### src/rtl/bpPkg.sv
package bpPkg;
  localparam int PC_W       = 32;
  localparam int ADDR_W     = 32;
  localparam int HASH_W     = 6;
  localparam int CTR_W      = 4;
  localparam int LINE_OFF_W = 6;
  localparam int PC_ALIGN   = 2;
  localparam int IDX_W      = HASH_W + 1;
  localparam int ENTRIES    = 1 << IDX_W;
  localparam int META_W     = HASH_W + 1;
  localparam int REUSE_BIT  = HASH_W;

  typedef logic [IDX_W-1:0] idx_t;

  typedef struct packed {
    logic incEn;
    idx_t incIdx;
    logic decEn;
    idx_t decIdx;
    logic dropEn;
    idx_t dropIdx;
  } updStrobe_t;

  function automatic logic [HASH_W-1:0] foldPc(input logic [PC_W-1:0] pc);
    logic [HASH_W-1:0] h;
    h = '0;
    for (int b = PC_ALIGN; b < PC_W; b++) h[(b - PC_ALIGN) % HASH_W] ^= pc[b];
    return h;
  endfunction
endpackage

### src/rtl/bypassTable.sv
module bypassTable
  import bpPkg::*;
#(
  parameter int THRESH = 1 << (CTR_W - 1)
) (
  input  logic       clk,
  input  logic       rstN,
  input  idx_t       rdIdx,
  output logic       rdBypass,
  input  updStrobe_t upd
);
  localparam int SUM_W = CTR_W + 3;
  localparam logic signed [SUM_W-1:0] MAXV = SUM_W'((1 << CTR_W) - 1);
  localparam logic signed [SUM_W-1:0] ONE  = SUM_W'(1);
  localparam logic signed [SUM_W-1:0] TWO  = SUM_W'(2);
  localparam logic signed [SUM_W-1:0] ZERO = '0;

  logic [CTR_W-1:0] ctr [ENTRIES];

  for (genvar e = 0; e < ENTRIES; e++) begin : g_ent
    logic signed [SUM_W-1:0] nextVal;
    always_comb begin
      nextVal = $signed({3'b000, ctr[e]});
      if (upd.incEn  && upd.incIdx  == idx_t'(e)) nextVal = nextVal + ONE;
      if (upd.decEn  && upd.decIdx  == idx_t'(e)) nextVal = nextVal - ONE;
      if (upd.dropEn && upd.dropIdx == idx_t'(e)) nextVal = nextVal - TWO;
      if (nextVal < ZERO) nextVal = ZERO;
      else if (nextVal > MAXV) nextVal = MAXV;
    end
    always_ff @(posedge clk or negedge rstN) begin
      if (!rstN) ctr[e] <= '0;
      else       ctr[e] <= nextVal[CTR_W-1:0];
    end
  end

  assign rdBypass = (ctr[rdIdx] >= CTR_W'(THRESH));
endmodule

### src/rtl/bypassCtrl.sv
module bypassCtrl
  import bpPkg::*;
(
  input  logic              lookupValid,
  input  logic [PC_W-1:0]   lookupPc,
  input  logic [ADDR_W-1:0] lookupAddr,
  input  logic              lookupHit,
  input  logic [META_W-1:0] hitMeta,
  input  logic              evictValid,
  input  logic [ADDR_W-1:0] evictAddr,
  input  logic [META_W-1:0] evictMeta,
  input  logic              fillValid,
  input  logic [PC_W-1:0]   fillPc,
  input  logic [ADDR_W-1:0] fillAddr,
  input  logic              fillPredBypass,
  input  logic              fillNlBypassBit,
  output idx_t              rdIdx,
  output updStrobe_t        upd,
  output logic [META_W-1:0] lineMetaUpd,
  output logic              fillWrite,
  output logic              fillForwardOnly,
  output logic [META_W-1:0] fillMeta,
  output logic              nlMarkValid,
  output logic              nlMarkSet
);
  logic [HASH_W-1:0] fillHash;
  logic              forwardOnly;
  logic              unusedBits;

  assign rdIdx    = {lookupAddr[LINE_OFF_W], foldPc(lookupPc)};
  assign fillHash = foldPc(fillPc);

  always_comb begin
    upd         = '0;
    upd.decEn   = lookupValid & lookupHit;
    upd.decIdx  = {lookupAddr[LINE_OFF_W], hitMeta[HASH_W-1:0]};
    upd.incEn   = evictValid & ~evictMeta[REUSE_BIT];
    upd.incIdx  = {evictAddr[LINE_OFF_W], evictMeta[HASH_W-1:0]};
    upd.dropEn  = fillValid & fillNlBypassBit;
    upd.dropIdx = {fillAddr[LINE_OFF_W], fillHash};
  end

  assign lineMetaUpd     = {1'b1, hitMeta[HASH_W-1:0]};
  assign forwardOnly     = fillValid & fillPredBypass & ~fillNlBypassBit;
  assign fillForwardOnly = forwardOnly;
  assign fillWrite       = fillValid & ~forwardOnly;
  assign fillMeta        = {1'b0, fillHash};
  assign nlMarkValid     = fillValid;
  assign nlMarkSet       = forwardOnly;

  assign unusedBits = ^{lookupAddr, evictAddr, fillAddr, hitMeta[REUSE_BIT]};
endmodule

### src/rtl/bypassPredictor.sv
module bypassPredictor
  import bpPkg::*;
(
  input  logic              clk,
  input  logic              rstN,
  input  logic              lookupValid,
  input  logic [PC_W-1:0]   lookupPc,
  input  logic [ADDR_W-1:0] lookupAddr,
  input  logic              lookupHit,
  input  logic [META_W-1:0] hitMeta,
  output logic              predBypass,
  output logic [META_W-1:0] lineMetaUpd,
  input  logic              evictValid,
  input  logic [ADDR_W-1:0] evictAddr,
  input  logic [META_W-1:0] evictMeta,
  input  logic              fillValid,
  input  logic [PC_W-1:0]   fillPc,
  input  logic [ADDR_W-1:0] fillAddr,
  input  logic              fillPredBypass,
  input  logic              fillNlBypassBit,
  output logic              fillWrite,
  output logic              fillForwardOnly,
  output logic [META_W-1:0] fillMeta,
  output logic              nlMarkValid,
  output logic              nlMarkSet
);
  idx_t       rdIdx;
  updStrobe_t upd;
  logic       rdBypass;

  bypassCtrl u_ctrl (
    .lookupValid(lookupValid), .lookupPc(lookupPc), .lookupAddr(lookupAddr),
    .lookupHit(lookupHit), .hitMeta(hitMeta),
    .evictValid(evictValid), .evictAddr(evictAddr), .evictMeta(evictMeta),
    .fillValid(fillValid), .fillPc(fillPc), .fillAddr(fillAddr),
    .fillPredBypass(fillPredBypass), .fillNlBypassBit(fillNlBypassBit),
    .rdIdx(rdIdx), .upd(upd), .lineMetaUpd(lineMetaUpd),
    .fillWrite(fillWrite), .fillForwardOnly(fillForwardOnly), .fillMeta(fillMeta),
    .nlMarkValid(nlMarkValid), .nlMarkSet(nlMarkSet)
  );

  bypassTable u_table (
    .clk(clk), .rstN(rstN), .rdIdx(rdIdx), .rdBypass(rdBypass), .upd(upd)
  );

  assign predBypass = lookupValid & rdBypass;
endmodule

### config.mk
export PLATFORM = sky130hd
export DESIGN_NAME = bypassPredictor
export DESIGN_NICKNAME = d
export VERILOG_FILES = /design/src/rtl/bpPkg.sv /design/src/rtl/bypassTable.sv /design/src/rtl/bypassCtrl.sv /design/src/rtl/bypassPredictor.sv
export SDC_FILE = /design/constraint.sdc
export NUM_CORES = 2
export LEC_CHECK = 0
export BUFFER_PORTS_ARGS = -buffer_cell sky130_fd_sc_hd__buf_2
export CORE_MARGIN = 2
export CORE_UTILIZATION = 45
export CTS_CLUSTER_SIZE = 24
export DETAILED_ROUTE_END_ITERATION = 7
export HOLD_SLACK_MARGIN = 0.1
export SLEW_MARGIN = 30
export SYNTH_ARGS = -nofsm -noshare
export SYNTH_HDL_FRONTEND = slang
export SYNTH_SLANG_ARGS = --single-unit
### constraint.sdc
create_clock -name clk -period 4.5 [get_ports clk]
set_input_delay 1.125 -clock clk [delete_from_list [all_inputs] [get_ports clk]]
set_output_delay 1.125 -clock clk [all_outputs]
set_load 0.02 [all_outputs]
==> run_results.csv <==
group,metric,value,unit
routing,drt-total-wl,286,mm
routing,drtIter0Drc,7560,
power_and_ir_drop,leakage,32.8,nW
routing,ant_nets,0,
cts,cts_buffer_depth,3,
synthesis,syn-num-nets,9088,
cts,clk_pin_slew,60,ps
min_path,hold_class,"primary input to async pin",
synthesis,syn_inst,8522,
routing,route.detailed.drc,0,
cells_and_area,final_cell_mix,"buf_4, nand2_1, xnor2_1",
timing,tightest_slew,957,ps
status,violations,"negative setup slack",
floorplan,die-height,392,um
cells_and_area,final_cell_area,81600,um2
routing,via_per_inst,6.42,
critical_path,timing.rr.end,"u_table.ctr[182]",
power_and_ir_drop,power_density,474,nW/um2
floorplan,start_util,0.453,
placed_design,portBuffers,100,
cells_and_area,largestRegisters,"u_table.ctr (512)",
routing,first_pass_iters,6,
cts,htreeDepth,3,
timing,final_hold_viol_count,0,
critical_path,arrival,3710,ps
placed_design,dp_hpwl,221,mm
synthesis,ys_warn_count,0,
placed_design,dpl_cell_area,79000,um2
timing,skew,19.0,ps
critical_path,cp.required,3380,ps
synthesis,yosys-top-cells-area,"dfrtp_1, xnor2_1, ha_1",
synthesis,async_flop_share,1.00,
cells_and_area,regMostFlops,"u_table.ctr",
timing,slew_headroom,0.360,
cells_and_area,fill_cells,14038,
critical_path,r2r_setup_slack,1220,ps
synthesis,synth_edf_count,0,
floorplan,die_area,154000,um2
synthesis,syn_area,67900,um2
placed_design,place_congestion,1.01,
timing,setup_viol,1,
cts,clock_sinks,512,
global_route,grt_usage,0.363,
timing,rsz0062_at_grt,"yes",
synthesis,synthFlopType,"dfrtp_1",
global_route,grt_first_pass_wirelength,426,mm
cells_and_area,final_layout_size_suffix_gt1_frac,0.194,
power_and_ir_drop,ir_drop,0.456,mV
timing,fin_crit_sh,1.07,
synthesis,synthDominantCellAreaShare,0.189,
critical_path,crit_start,"lookupPc[9]",
status,outcome,"complete, but fails checks",
cts,cts_tree,"done",
synthesis,ys_seq_elements,512,
critical_path,crit_type,"primary input to primary output",
floorplan,num_rows,142,
cts,cts_buffers,76,
timing,setup_slack,-331,ps
run,cap_viol_max_count,0,
global_route,grt_max_degree,87,
power_and_ir_drop,power,0.0387,W
critical_path,crit_end,"predBypass",
timing,hold-worst-slack,402,ps
routing,wl_per_cell,25.0,um
critical_path,startpoint_type,"primary input",
cells_and_area,area.growth.synth_to_final,20.1,%
routing,vias,73490,
placed_design,dp_slack,-596,ps
floorplan,num_io_pins,201,
global_route,grt_antenna_before_repair,18,
timing,fin_crit,4830,ps
cells_and_area,largest_register_ffs,512,
critical_path,cp_max_fo,15,
timing,finalMaxSlewViolations,0,
cells_and_area,nNetsFinal,9932,
floorplan,die_w,392,um
synthesis,seq_area_frac_synth,0.189,
cells_and_area,utilization,0.545,
synthesis,ys_types,119,
cts,clock_latency,700,ps
floorplan,coreArea,150000,um2
critical_path,r2r_cells,11,
critical_path,worstReg2RegStart,"u_table.ctr[180]",
synthesis,synth_top_cell_by_area,"dfrtp_1",
cts,cts-root-buf,"clkbuf_16",
critical_path,cp-end-kind,"primary output",
global_route,grt_overflow,0,
cells_and_area,final_common_cell,"buf_4",
global_route,grt_pass1_vias,69247,
synthesis,syn_avg_cell_area,7.97,um2
timing,max_freq,207,MHz
==> critical path, stage by stage <==
cell,delay (ps)
buf_6,60
xnor3_2,450
xnor2_4,150
buf_12,160
buf_8,140
buf_12,150
mux2i_1,130
a211oi_2,250
buf_4,150
a211o_1,100
nand4_1,170
a31oi_4,440
buf_6,180
==> layer usage <==
layer,up-vias,part of all wire,GRT usage
met5,-,0.00029,0
met4,14,0.063,0.202
met3,699,0.091,0.0762
met2,3192,0.42,0.553
met1,35689,0.42,0.475
li1,33896,-,-
==> cells in the mapped netlist (all sizes together), types with 146 or more instances <==
cell type    n
xnor2      609
buf        224
a21oi      498
nor4       163
xor2       391
dfrtp      512
inv        192
mux2i      250
nand4      289
clkbuf     265
and4       146
o21ai      205
nor2       455
mux2       174
nor3       407
nand2      838
ha         384
nand3      492
==> cell families (layout without fill, tap and decap cells) <==
group / after synthesis / count (layout) / share of synthesized area
XOR/XNOR: 1060 / 1060 / 0.150
multiplexers: 430 / 430 / 0.0677
AND/OR/NAND/NOR: 3512 / 3512 / 0.280
adder cells (fa/ha/maj): 400 / 400 / 0.0732
flip-flops: 512 / 512 / 0.189
AO/OA/AOI/OAI: 1924 / 1924 / 0.198
buffers and inverters: 682 / 1583 / 0.0422
other: 2 / 11 / 0.000111
==> where the power goes <==
part	switching (W)	internal (W)
Combinational	0.0110	0.0107
Sequential	0.00425	0.00651
Clock	0.00260	0.00354
==> repair_timing <==
item | 4_1_cts | 5_1_grt
setup buffers | 2 | 1
pin swaps | 6 | 3
setup endpoints to repair | 1 | 1
hold buffers | 0 | 0
resized for setup | 17 | 7
==> area by class of cell <==
| type | count | area, um2 | share of cell area |
|---|---|---|---|
| Multi-Input combinational cell | 7328 | 52600 | 0.645 |
| Tap cell | 2016 | 2520 | 0.0309 |
| Clock buffer | 110 | 2190 | 0.0268 |
| Clock inverter | 25 | 239 | 0.00293 |
| Timing Repair Buffer | 1255 | 10400 | 0.128 |
| Sequential cell | 512 | 12800 | 0.157 |
| Inverter | 193 | 724 | 0.00888 |
| Antenna cell | 9 | 22.5 | 0.000276 |
==> through the flow <==
stage | TNS (ps) | std cells
after global placement | -5450 | 11300
after floorplan | -177 | 8522
after global routing | -360 | 11439
after CTS | -240 | 11438
final | -331 | 11448
after detailed placement | -12040 | 11301
==> worst min path at each step <==
stage	cells after the start	to	startpoint
floorplan	2	u_table.ctr[144]	u_table.ctr[147]
global placement	2	u_table.ctr[76]	u_table.ctr[78]
detailed placement	2	u_table.ctr[76]	u_table.ctr[78]
CTS	1	u_table.ctr[250]	rstN
global route	1	u_table.ctr[116]	rstN
finish	1	u_table.ctr[437]	rstN
No activity file was read; power rests on OpenSTA's default activity.
